`config.mk`:
```
export PLATFORM = sky130hd
export DESIGN_NAME = idx_ea_gen
export DESIGN_NICKNAME = d
export VERILOG_FILES = /design/src/rtl/idx_ea_pkg.sv /design/src/rtl/idx_base_mux.sv /design/src/rtl/idx_offset_unit.sv /design/src/rtl/idx_ptr_fetch.sv /design/src/rtl/idx_ea_gen.sv
export SDC_FILE = /design/constraint.sdc
export NUM_CORES = 1
export LEC_CHECK = 0
export BUFFER_PORTS_ARGS = -buffer_cell sky130_fd_sc_hd__buf_2
export CAP_MARGIN = 10
export CORE_ASPECT_RATIO = 0.6
export CORE_UTILIZATION = 49
export DETAILED_ROUTE_END_ITERATION = 6
export PLACE_DENSITY = 0.91
export RECOVER_POWER = 50
export SYNTH_ARGS = -nofsm -noshare
export SYNTH_HDL_FRONTEND = slang
export SYNTH_SLANG_ARGS = --single-unit
```
`constraint.sdc`:
```
create_clock -name clk -period 6.4 [get_ports clk]
set_clock_uncertainty 0.2 [all_clocks]
set_input_delay 0.32 -clock clk [delete_from_list [all_inputs] [get_ports clk]]
set_output_delay 0.32 -clock clk [all_outputs]
set_load 0.05 [all_outputs]
```
`src/rtl/idx_ea_pkg.sv`:
```
package idx_ea_pkg;

  typedef enum logic [2:0] {
    M_CONST     = 3'd0,
    M_ACC       = 3'd1,
    M_PREINC    = 3'd2,
    M_PREDEC    = 3'd3,
    M_POSTINC   = 3'd4,
    M_POSTDEC   = 3'd5,
    M_IND_CONST = 3'd6,
    M_IND_D     = 3'd7
  } ea_mode_e;

  typedef enum logic [1:0] {
    F_IDLE = 2'd0,
    F_HI   = 2'd1,
    F_LO   = 2'd2
  } fetch_st_e;

  function automatic logic mode_is_auto(input logic [2:0] m);
    return (m == M_PREINC) || (m == M_PREDEC) || (m == M_POSTINC) || (m == M_POSTDEC);
  endfunction

  function automatic logic mode_is_post(input logic [2:0] m);
    return (m == M_POSTINC) || (m == M_POSTDEC);
  endfunction

  function automatic logic mode_is_ind(input logic [2:0] m);
    return (m == M_IND_CONST) || (m == M_IND_D);
  endfunction

endpackage

```
`src/rtl/idx_base_mux.sv`:
```
module idx_base_mux #(
  parameter int AW    = 16,
  parameter int NREG  = 4,
  localparam int SELW = $clog2(NREG)
) (
  input  logic [SELW-1:0] sel,
  input  logic [AW-1:0]   reg_x,
  input  logic [AW-1:0]   reg_y,
  input  logic [AW-1:0]   reg_sp,
  input  logic [AW-1:0]   reg_pc,
  output logic [AW-1:0]   base
);

  logic [AW-1:0] bank [NREG];

  assign bank[0] = reg_x;
  assign bank[1] = reg_y;
  assign bank[2] = reg_sp;
  assign bank[3] = reg_pc;

  assign base = bank[sel];

endmodule

```
`src/rtl/idx_offset_unit.sv`:
```
module idx_offset_unit
  import idx_ea_pkg::*;
#(
  parameter int AW      = 16,
  parameter int SHORT_W = 5,
  parameter int MID_W   = 9,
  parameter int STEP_W  = 3,
  localparam int BW     = AW / 2
) (
  input  logic [2:0]        mode,
  input  logic [1:0]        off_wsel,
  input  logic [1:0]        acc_sel,
  input  logic [STEP_W-1:0] step_code,
  input  logic [AW-1:0]     offset,
  input  logic [BW-1:0]     acc_a,
  input  logic [BW-1:0]     acc_b,
  input  logic [AW-1:0]     acc_d,
  output logic [AW-1:0]     term
);

  logic [AW-1:0] off_short;
  logic [AW-1:0] off_mid;
  logic [AW-1:0] off_const;
  logic [AW-1:0] acc_term;
  logic [AW-1:0] step_mag;

  // sign extension of the short offset forms
  assign off_short = {{(AW-SHORT_W){offset[SHORT_W-1]}}, offset[SHORT_W-1:0]};
  assign off_mid   = {{(AW-MID_W){offset[MID_W-1]}}, offset[MID_W-1:0]};
  assign step_mag  = AW'(step_code) + AW'(1);

  always_comb begin
    case (off_wsel)
      2'd0:    off_const = off_short;
      2'd1:    off_const = off_mid;
      default: off_const = offset;
    endcase
  end

  // accumulators are unsigned: zero extension only
  always_comb begin
    case (acc_sel)
      2'd0:    acc_term = {{(AW-BW){1'b0}}, acc_a};
      2'd1:    acc_term = {{(AW-BW){1'b0}}, acc_b};
      default: acc_term = acc_d;
    endcase
  end

  always_comb begin
    case (ea_mode_e'(mode))
      M_CONST:               term = off_const;
      M_ACC:                 term = acc_term;
      M_PREINC, M_POSTINC:   term = step_mag;
      M_PREDEC, M_POSTDEC:   term = AW'(0) - step_mag;
      M_IND_CONST:           term = offset;
      default:               term = acc_d;
    endcase
  end

endmodule

```
`src/rtl/idx_ptr_fetch.sv`:
```
module idx_ptr_fetch
  import idx_ea_pkg::*;
#(
  parameter int AW  = 16,
  localparam int BW = AW / 2
) (
  input  logic          clk,
  input  logic          rst_n,
  input  logic          launch,
  input  logic [AW-1:0] ptr_in,
  input  logic [BW-1:0] mem_rdata,
  output logic          idle,
  output logic          mem_rd,
  output logic [AW-1:0] mem_addr,
  output logic          fetch_done,
  output logic [AW-1:0] fetch_ea
);

  fetch_st_e     st_q, st_d;
  logic [AW-1:0] ptr_q;
  logic [BW-1:0] hi_q;
  logic          ptr_en;
  logic          hi_en;

  always_comb begin
    st_d       = st_q;
    ptr_en     = 1'b0;
    hi_en      = 1'b0;
    mem_rd     = 1'b0;
    mem_addr   = ptr_q;
    fetch_done = 1'b0;
    fetch_ea   = {hi_q, mem_rdata};
    case (st_q)
      F_IDLE: begin
        if (launch) begin
          st_d   = F_HI;
          ptr_en = 1'b1;
        end
      end
      F_HI: begin
        mem_rd = 1'b1;
        hi_en  = 1'b1;
        st_d   = F_LO;
      end
      F_LO: begin
        mem_rd     = 1'b1;
        mem_addr   = ptr_q + AW'(1);
        fetch_done = 1'b1;
        st_d       = F_IDLE;
      end
      default: st_d = F_IDLE;
    endcase
  end

  assign idle = (st_q == F_IDLE);

  always_ff @(posedge clk or negedge rst_n) begin
    if (!rst_n) st_q <= F_IDLE;
    else        st_q <= st_d;
  end

  always_ff @(posedge clk) begin
    if (ptr_en) ptr_q <= ptr_in;
  end

  always_ff @(posedge clk) begin
    if (hi_en) hi_q <= mem_rdata;
  end

endmodule

```
`src/rtl/idx_ea_gen.sv`:
```
module idx_ea_gen
  import idx_ea_pkg::*;
#(
  parameter int AW      = 16,
  parameter int SHORT_W = 5,
  parameter int MID_W   = 9,
  parameter int STEP_W  = 3,
  localparam int BW     = AW / 2
) (
  input  logic              clk,
  input  logic              rst_n,
  input  logic              start,
  input  logic [2:0]        mode,
  input  logic [1:0]        base_sel,
  input  logic [1:0]        off_wsel,
  input  logic [1:0]        acc_sel,
  input  logic [STEP_W-1:0] step_code,
  input  logic [AW-1:0]     offset,
  input  logic [AW-1:0]     reg_x,
  input  logic [AW-1:0]     reg_y,
  input  logic [AW-1:0]     reg_sp,
  input  logic [AW-1:0]     reg_pc,
  input  logic [BW-1:0]     acc_a,
  input  logic [BW-1:0]     acc_b,
  input  logic [AW-1:0]     acc_d,
  input  logic [BW-1:0]     mem_rdata,
  output logic              mem_rd,
  output logic [AW-1:0]     mem_addr,
  output logic [AW-1:0]     ea,
  output logic              done,
  output logic              base_we,
  output logic [AW-1:0]     base_wdata
);

  logic [1:0]    rst_sync_q;
  logic          rst_sync_n;
  logic [AW-1:0] base;
  logic [AW-1:0] term;
  logic [AW-1:0] sum;
  logic          idle;
  logic          accept;
  logic          launch;
  logic          fetch_done;
  logic [AW-1:0] fetch_ea;

  // reset asserts at once, releases after two clock edges
  always_ff @(posedge clk or negedge rst_n) begin
    if (!rst_n) rst_sync_q <= 2'b00;
    else        rst_sync_q <= {rst_sync_q[0], 1'b1};
  end
  assign rst_sync_n = rst_sync_q[1];

  idx_base_mux #(.AW(AW), .NREG(4)) u_base (
    .sel    (base_sel),
    .reg_x  (reg_x),
    .reg_y  (reg_y),
    .reg_sp (reg_sp),
    .reg_pc (reg_pc),
    .base   (base)
  );

  idx_offset_unit #(
    .AW(AW), .SHORT_W(SHORT_W), .MID_W(MID_W), .STEP_W(STEP_W)
  ) u_off (
    .mode      (mode),
    .off_wsel  (off_wsel),
    .acc_sel   (acc_sel),
    .step_code (step_code),
    .offset    (offset),
    .acc_a     (acc_a),
    .acc_b     (acc_b),
    .acc_d     (acc_d),
    .term      (term)
  );

  // single shared adder, wraps modulo 2^AW
  assign sum    = base + term;
  assign accept = start && idle;
  assign launch = accept && mode_is_ind(mode);

  idx_ptr_fetch #(.AW(AW)) u_fetch (
    .clk        (clk),
    .rst_n      (rst_sync_n),
    .launch     (launch),
    .ptr_in     (sum),
    .mem_rdata  (mem_rdata),
    .idle       (idle),
    .mem_rd     (mem_rd),
    .mem_addr   (mem_addr),
    .fetch_done (fetch_done),
    .fetch_ea   (fetch_ea)
  );

  always_comb begin
    if (fetch_done)             ea = fetch_ea;
    else if (mode_is_post(mode)) ea = base;
    else                        ea = sum;
  end

  assign done       = fetch_done || (accept && !mode_is_ind(mode));
  assign base_we    = accept && mode_is_auto(mode);
  assign base_wdata = sum;

endmodule

```
# Word level (Yosys, flattened, before mapping)
# Index checks and enable logic that the tools add are counted.
[totals]
reg_bits = 28
inputBits = 135
[op_classes]
n_addsub = 4
n_lt_le_gt_ge = 1
n_eq_ne = 12
muxes = 16
bitwise = 1
n_reduce_logical = 18
[op_table]
columns = ["op", "count"]
rows = [
  ["$mux 16", 5],
  ["$pmux 16 s5", 1],
  ["$pmux 16 s2", 2],
  ["$bmux 16 s2", 1],
  ["$add 16x1->16 const B", 1],
  ["$add 16x16->16", 1],
  ["$sub 1x16->16 const A", 1],
  ["$eq 3x3->1 const B", 4],
  ["$eq 2x1->1 const B", 3],
  ["$eq 3x2->1 const B", 2],
  ["$logic_not 2->1", 3],
  ["$logic_or 1x1->1", 6],
  ["$reduce_or 2->1", 3],
  ["$mux 1", 5],
  ["$add 3x1->4 const B", 1],
  ["$logic_and 1x1->1", 4],
  ["$pmux 2 s2", 1],
  ["$eq 3x1->1 const B", 1],
  ["$ge 3x3->1 const B", 1],
  ["$logic_not 3->1", 1],
  ["$not 2->3", 1],
  ["$eq 2x2->1 const B", 1],
  ["$mux 2", 1],
  ["$ne 2x1->1 const B", 1],
  ["$logic_not 1->1", 1],
]

# Longest topological paths before layout
# Gate-level depths: netlist of run 1.
[depth]
depth_word = 7
depth_mapped = 15
mapped_depth_nobuf = 14

# Cells and area by module
# A second synthesis of run 1 with hierarchy kept.
[unflattened]
hier_cells = 376
hier_area_um2 = 3582.2
[by_module_without_submodules]
columns = ["module", "instances", "cells_per_inst", "area_each_um2"]
rows = [
  ["idx_ptr_fetch", 1, 89, 1239.9],
  ["idx_ea_gen", 1, 168, 1176.1],
  ["idx_offset_unit", 1, 99, 742.0],
  ["idx_base_mux", 1, 20, 424.2],
]

# Worst setup path before layout of run 1
# No wires, ideal clock.
[synth_path]
kind = "input to output"
from = "input step_code[0]"
to = "output ea[7]"
t_arrival_ns = 4.503
t_required_ns = 5.880
path_slack_ns = 1.377
stages = 14
n_path_buf = 0
path_cell_list = "ha_1 xor2_1 nor3b_1 ha_1 a32o_1 a21oi_1 o21ai_0 ha_1 o211ai_1 o211ai_1 nand2_1 xnor2_1 mux2i_1 o21ai_0"
[synth_via]
elab_chain_len = 6
[synth_rtl]
columns = ["element", "line", "text"]
rows = [
  ["start: declaration", "idx_ea_gen.sv:17", "input logic [STEP_W-1:0] step_code,"],
  ["$add 3x1->4 (*)", "idx_offset_unit.sv:30", "assign step_mag = AW'(step_code) + AW'(1);"],
  ["$sub 1x16->16", "idx_offset_unit.sv:54", "M_PREDEC, M_POSTDEC: term = AW'(0) - step_mag;"],
  ["$pmux 16 s5 (*)", "idx_offset_unit.sv:50", "case (ea_mode_e'(mode))"],
  ["$add 16x16->16 (*)", "idx_ea_gen.sv:77", "assign sum = base + term;"],
  ["via base_wdata[7]", "idx_ea_gen.sv:32", "output logic [AW-1:0] base_wdata"],
  ["$mux 16 (*)", "idx_ea_gen.sv:96", "else if (mode_is_post(mode)) ea = base;"],
  ["$mux 16 (*)", "idx_ea_gen.sv:95", "if (fetch_done) ea = fetch_ea;"],
  ["end: declaration", "idx_ea_gen.sv:29", "output logic [AW-1:0] ea,"],
]
# The timed path passes the listed nets; every way through them passes the cells marked *.

# Final worst setup path of run 1
[layout_path]
from = "input mode[1]"
to = "output ea[14]"
[layout_via]
elab_chain_len = 6
elab_cells_between_ends = 14
cone_classes = "add/sub (1); eq/ne (6); mux (3); reduce/logical (4)"
[layout_rtl]
columns = ["element", "line", "text"]
rows = [
  ["start: declaration", "idx_ea_gen.sv:13", "input logic [2:0] mode,"],
  ["$eq 3x3->1 or $eq 3x2->1 (tied branches)", "idx_ea_pkg.sv:25, idx_offset_unit.sv:50", ""],
  ["$reduce_or 2->1", "idx_offset_unit.sv:50", ""],
  ["$pmux 16 s5", "idx_offset_unit.sv:50", ""],
  ["$add 16x16->16", "idx_ea_gen.sv:77", ""],
  ["$mux 16 (*)", "idx_ea_gen.sv:96", ""],
  ["$mux 16 (*)", "idx_ea_gen.sv:95", ""],
]
# Every way passes the cells marked *; elsewhere a longest branch is shown, timed or not.

==> results of run 1 <==
## synth_stat cells (13+ instances only)
| cell | instances |
|---|---|
| edfxtp_1 | 24 |
| mux4_2 | 16 |
| nand2_1 | 32 |
| mux2i_1 | 15 |
| o21ai_0 | 29 |
| a21oi_1 | 23 |
| ha_1 | 22 |
| xnor2_1 | 18 |
| nor2_1 | 14 |
| nand3_1 | 13 |
| xor2_1 | 14 |
## metal layers
layer	share of wire	track usage
met4	0.010	0.0462
met3	0.12	0.0466
met1	0.41	0.464
met2	0.46	0.526
met5	0	0
## final timing paths
path / start / to / slack, ns / cells after the start
worst min-delay path: mem_rdata[5] / u_fetch.hi_q[5] / 0.05 / 1
min in group asynchronous: rst_n / rst_sync_q[0] / 0.18 / 2
worst max register to register: u_fetch.st_q[0] / u_fetch.ptr_q[13] / 4.45 / 4
max in group asynchronous: rst_sync_q[1] / u_fetch.st_q[1] / 5.50 / 1
worst min register to register: rst_sync_q[0] / rst_sync_q[1] / 0.15 / 0
worst max-delay path: mode[1] / ea[14] / 1.57 / 13
## layout make-up
cell class,instances,area [µm²],share of cell area
Sequential cell,28,821,0.189
Tap cell,84,105,0.0242
Multi-Input combinational cell,297,2360,0.543
Clock buffer,4,88.8,0.0204
Timing Repair Buffer,189,936,0.215
Inverter,10,37.5,0.00863
## sequential cells by signal, summed over array words and instances (netlist names)
| signal | count |
|---|---|
| u_fetch.ptr_q | 16 |
| rst_sync_q | 2 |
| u_fetch.hi_q | 8 |
| u_fetch.st_q | 2 |
## worst max-delay path: cells and delay by family
kind	cells	cell delay, ns
buf+inv	2	0.59
compound gates	5	1.47
simple gates	2	0.20
mux	1	0.35
xor+xnor	1	0.68
fa+ha+maj	2	0.70
## kinds of logic after synthesis
group	share of synthesized area
AOI/OAI and AO/OA	0.217
xor gates and xnor gates	0.0943
adders and majority gates	0.0890
buffers and inverters	0.0385
DFF	0.247
muxes	0.167
other	0.00113
and+or+nand+nor	0.146
## report_power, final
part | total (mW) | switching [mW] | internal (mW)
Combinational | 1.21 | 0.904 | 0.309
Sequential | 0.275 | 0.0228 | 0.252
Clock | 0.154 | 0.0582 | 0.0958
Total | 1.64 | 0.985 | 0.657
==> flow_summary_export.csv, run 1 <==
group,metric,value,unit
yosys,syn-instance-count,354,
critical_path,endpoint_kind,"output pin",
hold_path,hold_path.class,"in2reg",
finish,instances_no_fill,612,
yosys,syn_nets,512,
placement,dp_hpwl,9850,µm
global_route,overflow,0,
finish,stdcell_area,4350,µm²
clock_tree,clock-root-buffer,"clkbuf_16",
floorplan,start_util,0.524,
route,antenna_left,0,
placement,dp_cells,606,
finish,num-fill-cells,519,
sta,slew_headroom,0.0806,
sta,finalHoldViolCount,0,
sta,fin_crit_sh,0.755,
sta,drv_slew,0,
floorplan,die_y,65.7,µm
global_route,grt_pass1_vias,3412,
sta,fmax,0.207,GHz
critical_path,worst_ep_required_time,5.88,ns
clock_tree,tritoncts,"yes",
clock_tree,path_clk_slew,0.07,ns
floorplan,die_w,108,µm
yosys,synth_area_leaders,"edfxtp_1 (22%), mux4_2 (11%), ha_1 (8.3%)",
critical_path,path_class,"in2out",
clock_tree,ctsLongestPathBuffers,2,
floorplan,ios,186,
route,dr.first_iter.drc_count,459,
floorplan,coreArea,6330,µm²
global_route,antenna_found_initial,0,
power_and_ir_drop,p_leak,1.99,nW
route,wl_per_cell,19.1,µm
sta,setup_viol,0,
sta,setup_tns,0,ns
power_and_ir_drop,ir_worst_vdd,390,µV
placement,io_buffers,185,
yosys,synth_top_flop_cell,"edfxtp_1",
clock_tree,cts_setup_buffers,0,
sta,whs,0.0473,ns
yosys,synthesis.area,3320,µm²
power_and_ir_drop,totalPowerFinal,1.64,mW
route,wl,11700,µm
job,cap_violations,0,
global_route,globalRouteTotalUtil,0.323,
placement,pre_cts_ws,1.93,ns
yosys,syn_area_per_cell,9.37,µm²
critical_path,path_cells,"clkbuf_1 > xor2_1 > a21oi_1 > a221o_1 > ha_1 > fa_1 > a211oi_2 > nor3_1 > a211o_1 > a31oi_1 > mux2_1 > nor2_1 > buf_2",
yosys,yosys.area.top_type,"edfxtp_1",
yosys,yosys_warnings,0,
yosys,synth_seq_area_share,0.247,
clock_tree,htreeDepth,1,
yosys,async_flop_share,0.143,
critical_path,critPathMaxStageDelay,0.68,ns
global_route,grt_pass1_wl,17300,µm
clock_tree,ctsResizeCount,0,
finish,nets,687,
status,status,"complete, no violations",
floorplan,die_area,7120,µm²
finish,postLayoutCoreUtil,0.687,
clock_tree,clkLatencyLatePin,0.26,ns
finish,final_cell_mix,"buf_2 (168), nand2_1 (32), o21ai_0 (29)",
critical_path,worstPathArrival,4.31,ns
clock_tree,cts.hold.buffers_added,2,
route,via_count,3800,
placement,place.gp.congestion,0.949,
sta,layout_setup_ws,1.57,ns
finish,syn_to_final_growth,31.1,%
critical_path,cpMaxStageDelayCell,"xor2_1",
placement,dpl_cell_area,4270,µm²
route,drc,0,
yosys,synth.ff_latch_count,28,
route,vias_per_cell,6.21,
clock_tree,cts_sinks,28,
finish,n_antenna_cell,0,
route,dr.pass1.iters,5,
sta,rsz0062_at_grt,"no",
yosys,yosys.cell_types.count,57,
finish,drive_gt1_frac,0.377,
power_and_ir_drop,p_per_area,377,nW/µm²
sta,worst_pin_slew,1.38,ns
critical_path,crit_path_start_kind,"primary input",
clock_tree,numCtsBuffers,3,
sta,min_period,4.83,ns
yosys,synth_top_area_share,0.217,
yosys,synth_edf_count,24,
finish,layout_commonest_cell,"buf_2",
critical_path,crit_fanout,8,
global_route,grt_max_degree,33,
floorplan,rows,22,
No activity file was read; power rests on OpenSTA's default activity.
==> run 2: changes to the inputs <==
--- a/config.mk
+++ b/config.mk
@@ -5,12 +5,13 @@
 export SDC_FILE = /design/constraint.sdc
 export NUM_CORES = 1
 export LEC_CHECK = 0
+export ABC_AREA = 1
 export BUFFER_PORTS_ARGS = -buffer_cell sky130_fd_sc_hd__buf_2
 export CAP_MARGIN = 10
 export CORE_ASPECT_RATIO = 0.6
-export CORE_UTILIZATION = 49
+export CORE_UTILIZATION = 47
 export DETAILED_ROUTE_END_ITERATION = 6
-export PLACE_DENSITY = 0.91
+export PLACE_DENSITY = 0.87
 export RECOVER_POWER = 50
 export SYNTH_ARGS = -nofsm -noshare
 export SYNTH_HDL_FRONTEND = slang
==> constraint.sdc (replaced) <==
create_clock -name clk -period 4.7 [get_ports clk]
set_clock_uncertainty 0.2 [all_clocks]
set_input_delay 0.235 -clock clk [delete_from_list [all_inputs] [get_ports clk]]
set_output_delay 0.235 -clock clk [all_outputs]
set_load 0.05 [all_outputs]
==> run 2 against run 1 <==
Net effect:
- sequential power up 25%
- critical path type unchanged
- largest power group unchanged
- global-route usage up 0.47 points
- largest cell class unchanged
- utilization is 4.1 points lower
- critical endpoint unchanged
==> flow_summary_export.csv, run 2 <==
group,metric,value,unit
status,status,"complete, no violations",
power_and_ir_drop,p_leak,2.46,nW
clock_tree,cts_setup_buffers,0,
critical_path,rr_worst_depth,8,
global_route,grt_pass1_wl,20700,µm
clock_tree,path_clk_slew,0.07,ns
clock_tree,clkLatencyLatePin,0.27,ns
sta,finalHoldViolCount,0,
global_route,met2_usage,0.533,
power_and_ir_drop,power_frac_clock,0.096,
critical_path,cpMaxStageDelayCell,"inv_1",
finish,n_antenna_cell,0,
clock_tree,clock-root-buffer,"clkbuf_16",
route,drc,0,
yosys,synth_seq_area_share,0.228,
sta,rsz0062_at_grt,"no",
critical_path,path_class,"in2out",
finish,stdcell_area,4760,µm²
floorplan,die_area,8040,µm²
yosys,yosys.area.top_type,"edfxtp_1",
floorplan,die_w,115,µm
critical_path,rrSetupSlack,2.29,ns
power_and_ir_drop,p_sw_frac,0.618,
critical_path,endpoint_kind,"output pin",
critical_path,worstSetupPathDepth,16,
yosys,synth_edf_count,24,
clock_tree,ctsResizeCount,0,
route,dr.pass1.iters,6,
critical_path,worst_ep_required_time,4.26,ns
yosys,yosys_warnings,0,
critical_path,critPathMaxStageDelay,0.51,ns
sta,fin_crit_sh,0.833,
floorplan,die_y,69.9,µm
yosys,synthesis.area,3610,µm²
global_route,globalRouteTotalUtil,0.328,
floorplan,rows,24,
sta,worst_pin_slew,0.988,ns
global_route,grt_pass1_vias,4391,
placement,pre_cts_ws,0.880,ns
finish,instances_no_fill,867,
power_and_ir_drop,seqPwrFrac,0.161,
sta,layout_setup_ws,0.785,ns
route,dr.first_iter.drc_count,447,
placement,dpl_cell_area,4610,µm²
finish,final_cell_mix,"buf_2 (166), nand2_1 (154), nor2_1 (89)",
yosys,synth_top_flop_cell,"edfxtp_1",
placement,io_buffers,185,
yosys,syn_area_per_cell,6.24,µm²
clock_tree,cts.hold.buffers_added,10,
global_route,busiest_layer,"met2",
power_and_ir_drop,p_int,0.816,mW
critical_path,critPathMostFrequentCell,"nand2_1",
global_route,grt_use_met3,0.0686,
route,wl,13000,µm
yosys,synth_most_common_cell,"nand2_1",
finish,layout_commonest_cell,"buf_2",
critical_path,crit_path_start_kind,"primary input",
route,vias_per_cell,5.49,
floorplan,ios,186,
floorplan,coreArea,7360,µm²
yosys,synth.ff_latch_count,28,
finish,syn_to_final_growth,31.9,%
clock_tree,tritoncts,"yes",
yosys,synth_area_leaders,"edfxtp_1 (20%), nand2_1 (16%), nor2_1 (9.3%)",
yosys,async_flop_share,0.143,
critical_path,r2r-start,"u_fetch.st_q[1]",
power_and_ir_drop,ir_worst_vdd,428,µV
yosys,syn-instance-count,578,
floorplan,start_util,0.490,
sta,fmax,0.255,GHz
clock_tree,cts_sinks,28,
power_and_ir_drop,p_per_area,449,nW/µm²
yosys,syn_nets,736,
placement,dp_hpwl,10600,µm
placement,place.gp.congestion,0.980,
critical_path,path_cells,"buf_2 > inv_1 > nand2_1 > a32o_1 > inv_1 > ha_1 > fa_1 > nand3_1 > nand2_1 > a21boi_1 > or2_1 > nand3_1 > nand3_1 > nand2_1 > nand2_1 > buf_2",
route,antenna_left,0,
finish,largest_reg_flops,16,
critical_path,rr_endpoint,"u_fetch.st_q[1]",
critical_path,crit_fanout,33,
job,cap_violations,0,
finish,nets,922,
yosys,netlist_top_cells_count,"nand2_1 (154), nor2_1 (89), inv_1 (64)",
finish,largest_registers,"u_fetch.ptr_q (16), u_fetch.hi_q (8)",
global_route,grt_max_degree,34,
global_route,antenna_found_initial,0,
placement,dp_cells,853,
hold_path,hold_path.class,"in2async",
yosys,yosys.cell_types.count,40,
route,via_count,4757,
clock_tree,htreeDepth,1,
clock_tree,numCtsBuffers,3,
yosys,synth_top_area_share,0.200,
global_route,globalRouteMet1Util,0.443,
global_route,overflow,0,
power_and_ir_drop,totalPowerFinal,2.14,mW
critical_path,worstPathArrival,3.48,ns
sta,setup_viol,0,
critical_path,crit_family,"buffers and inverters",
sta,min_period,3.92,ns
sta,setup_tns,0,ns
power_and_ir_drop,switchingPower,1.32,mW
power_and_ir_drop,p_comb_frac,0.743,
route,wl_per_cell,15.0,µm
finish,regMostFlops,"u_fetch.ptr_q",
critical_path,critPathBufInv,4,
sta,slew_headroom,0.341,
finish,drive_gt1_frac,0.242,
sta,drv_slew,0,
clock_tree,ctsLongestPathBuffers,2,
-- run 2: cell count changes in the layout (fill, tap and decap cells not counted), moves of 14 or more --
cell and change:
nor2_1 +75, mux4_2 -16, inv_1 +54, nand3_1 +14, mux2i_1 -15, nand2_1 +122, o21ai_0 +14
-- run 2: layout make-up --
type                            instances  area [µm²]
Sequential cell                        28         821
Multi-Input combinational cell        462        2450
Fill cell                             693        2600
Timing Repair Buffer                  197        1010
Inverter                               72         270
Tap cell                              104         130
Clock buffer                            4        78.8
-- run 2: power by group through the flow --
stage,clock (mW),combinational (mW),sequential [mW]
global route,0.215,1.69,0.347
detailed placement,0,1.56,0.348
global placement,0,1.54,0.345
finish,0.205,1.59,0.343
CTS,0.202,1.57,0.343
floorplan,0,1.19,0.343
-- run 2: metal layers --
| layer | up-vias | share of wire |
|---|---|---|
| met3 | 27 | 0.099 |
| li1 | 2294 | - |
| met1 | 2148 | 0.44 |
| met4 | 0 | 0.019 |
| met2 | 288 | 0.44 |
| met5 | - | 0 |
-- run 2: worst max-delay path by stage --
stage,startpoint,end
finish,base_sel[0],ea[14]
global route,base_sel[0],ea[14]
CTS,base_sel[0],ea[14]
detailed placement,base_sel[0],ea[14]
global placement,step_code[0],ea[11]
floorplan,step_code[0],ea[8]
-- run 2: cells by family after synthesis --
family | synth area share
xor+xnor | 0.0631
simple gates | 0.319
fa+ha+maj | 0.0819
buf+inv | 0.0940
flops | 0.228
other cells | 0.00104
compound gates | 0.214
-- run 2: stage by stage --
stage,utilization,hold WS (ns)
6_report,0.647,0.0725
5_1_grt,0.647,0.110
3_5_place_dp,0.627,-0.179
3_3_place_gp,0.627,-0.181
2_1_floorplan,-,-0.261
4_1_cts,0.651,0.0618
==> run 3: changes to the inputs <==
--- a/config.mk
+++ b/config.mk
@@ -9,9 +9,9 @@
 export BUFFER_PORTS_ARGS = -buffer_cell sky130_fd_sc_hd__buf_2
 export CAP_MARGIN = 10
 export CORE_ASPECT_RATIO = 0.6
-export CORE_UTILIZATION = 47
+export CORE_UTILIZATION = 42
 export DETAILED_ROUTE_END_ITERATION = 6
-export PLACE_DENSITY = 0.87
+export PLACE_DENSITY = 0.82
 export RECOVER_POWER = 50
 export SYNTH_ARGS = -nofsm -noshare
 export SYNTH_HDL_FRONTEND = slang
==> constraint.sdc (replaced) <==
create_clock -name clk -period 3.15 [get_ports clk]
set_clock_uncertainty 0.2 [all_clocks]
set_input_delay 0.1575 -clock clk [delete_from_list [all_inputs] [get_ports clk]]
set_output_delay 0.1575 -clock clk [all_outputs]
set_load 0.05 [all_outputs]
==> run 3 against run 2 <==
Net effect:
- the run now ends with negative setup slack left
- clock power increased by 87%
- die area increased by 12%
- total power increased by 89%
- setup slack got worse by 0.80 ns
- critical path type unchanged
- sequential power increased by 50%
==> flow_summary_export.csv, run 3 (synthesized netlist as in run 2, its figures left out) <==
group,metric,value,unit
status,status,"finished with violations",
status,violations,"negative setup slack",
floorplan,rows,25,
route,dr.pass1.iters,5,
clock_tree,numCtsBuffers,3,
critical_path,worst_ep_required_time,2.79,ns
floorplan,start_util,0.445,
global_route,overflow,0,
finish,stdcell_area,5980,µm²
sta,fin_crit_sh,1.00,
hold_path,hold_path.class,"reg2reg",
sta,rsz0062_at_grt,"yes",
global_route,grt_pass1_wl,21600,µm
route,wl_per_cell,15.6,µm
placement,dpl_cell_area,5220,µm²
clock_tree,cts_sinks,28,
job,cap_violations,0,
power_and_ir_drop,p_leak,2.89,nW
finish,nets,976,
global_route,grt_max_degree,34,
placement,io_buffers,185,
finish,regMostFlops,"u_fetch.ptr_q",
sta,fmax,0.316,GHz
power_and_ir_drop,p_sw_frac,0.560,
placement,place.gp.congestion,0.945,
finish,postLayoutCoreUtil,0.738,
sta,setup_tns,-0.0114,ns
power_and_ir_drop,p_int,1.78,mW
power_and_ir_drop,switchingPower,2.26,mW
finish,drive_gt1_frac,0.437,
sta,min_period,3.16,ns
global_route,globalRouteTotalUtil,0.308,
power_and_ir_drop,p_per_area,676,nW/µm²
floorplan,die_y,73.8,µm
finish,syn_to_final_growth,65.7,%
critical_path,path_class,"in2out",
route,wl,14400,µm
critical_path,worstPathArrival,2.80,ns
power_and_ir_drop,seqPwrFrac,0.127,
floorplan,ios,186,
floorplan,die_w,122,µm
clock_tree,clock-root-buffer,"clkbuf_16",
sta,drv_slew,0,
finish,final_cell_mix,"buf_2 (151), nand2_1 (126), nor2_1 (76)",
critical_path,endpoint_kind,"output pin",
sta,layout_setup_ws,-0.0114,ns
critical_path,crit_path_start_kind,"primary input",
sta,slew_headroom,0.352,
route,via_count,5007,
floorplan,coreArea,8100,µm²
route,antenna_left,0,
sta,setup_viol,1,
sta,finalHoldViolCount,0,
power_and_ir_drop,ir_worst_vdd,857,µV
clock_tree,ctsLongestPathBuffers,2,
power_and_ir_drop,p_comb_frac,0.778,
finish,layout_commonest_cell,"buf_2",
floorplan,die_area,8980,µm²
finish,largest_reg_flops,16,
clock_tree,clkLatencyLatePin,0.26,ns
finish,largest_registers,"u_fetch.ptr_q (16), u_fetch.hi_q (8)",
clock_tree,path_clk_slew,0.07,ns
sta,worst_pin_slew,0.973,ns
clock_tree,tritoncts,"yes",
clock_tree,htreeDepth,1,
placement,dp_hpwl,11300,µm
finish,n_antenna_cell,0,
power_and_ir_drop,power_frac_clock,0.095,
route,drc,0,
critical_path,crit_fanout,4,
global_route,grt_pass1_vias,4545,
global_route,antenna_found_initial,0,
route,vias_per_cell,5.41,
route,dr.first_iter.drc_count,384,
[run 3: cell count changes in the layout (fill, tap and decap cells not counted), sizes merged]
cell | previous run | this run
bufinv | 0 | 1
buf | 166 | 222
clkbuf | 25 | 21
dlygate4sd3 | 10 | 11
[run 3: layout make-up]
type                            count  area (µm²)
Clock buffer                        3        75.1
Clock inverter                      1        30.0
Fill cell                         645        2130
Inverter                           72         270
Multi-Input combinational cell    462        3100
Sequential cell                    28         821
Tap cell                          108         135
Timing Repair Buffer              251        1550
[run 3: path summary, 6_finish.rpt]
path                                  from               to  slack [ns]  cells past startpoint
max                           step_code[0]           ea[14]       -0.01                     18
max reg2reg                u_fetch.st_q[0]  u_fetch.st_q[1]        0.70                      8
min in group asynchronous    rst_sync_q[1]  u_fetch.st_q[0]        0.37                      1
min                          rst_sync_q[0]    rst_sync_q[1]        0.16                      0
max in group asynchronous            rst_n    rst_sync_q[1]        2.10                      3
min reg2reg                  rst_sync_q[0]    rst_sync_q[1]        0.16                      0
[run 3: stage by stage]
stage | power (mW) | hold WS, ns | instances | setup slack [ns]
5_1_grt | 4.22 | 0.164 | 925 | -0.107
3_3_place_gp | 3.20 | -0.257 | 902 | -0.181
6_report | 4.04 | 0.160 | 925 | -0.0114
4_1_cts | 3.75 | 0.158 | 917 | 0.000538
3_5_place_dp | 3.24 | -0.255 | 902 | -0.254
2_1_floorplan | 2.50 | -0.338 | 578 | -0.0137
[run 3: per-layer routing]
layer	wire length, µm	global-route usage	up-vias
li1	-	-	2408
met4	112	0.0453	0
met3	1270	0.0520	16
met2	6730	0.517	281
met5	0	0	-
met1	6280	0.425	2302
[run 3: what timing repair did]
action / 4_1_cts / 5_1_grt
setup buffers: 0 / 8
pin swaps: 13 / 37
resized for setup: 34 / 104
endpoints found under the hold margin: 12 / 0
setup endpoints to repair: 19 / 28
gates cloned: 0 / 0
hold buffers: 11 / 0
[run 3: critical path, stage by stage]
cell and delay [ns]:
buf_8 0.10, ha_4 0.23, or2_4 0.25, nor2_4 0.09, ha_1 0.22, nand2_1 0.08, a41oi_2 0.16, ha_4 0.31
a21oi_4 0.19, nand2_4 0.12, a21boi_4 0.21, or2_1 0.15, nand2_1 0.06, nand2_2 0.07, nand3_2 0.08, nand2_1 0.08
nand2_1 0.08, buf_6 0.16
[run 3: power groups by stage]
stage               Combinational [mW]  Clock [mW]  Sequential (mW)
floorplan                         1.98           0            0.512
detailed placement                2.72           0            0.520
CTS                               2.86       0.382            0.511
finish                            3.14       0.383            0.513
global placement                  2.68           0            0.516
global route                      3.31       0.398            0.516
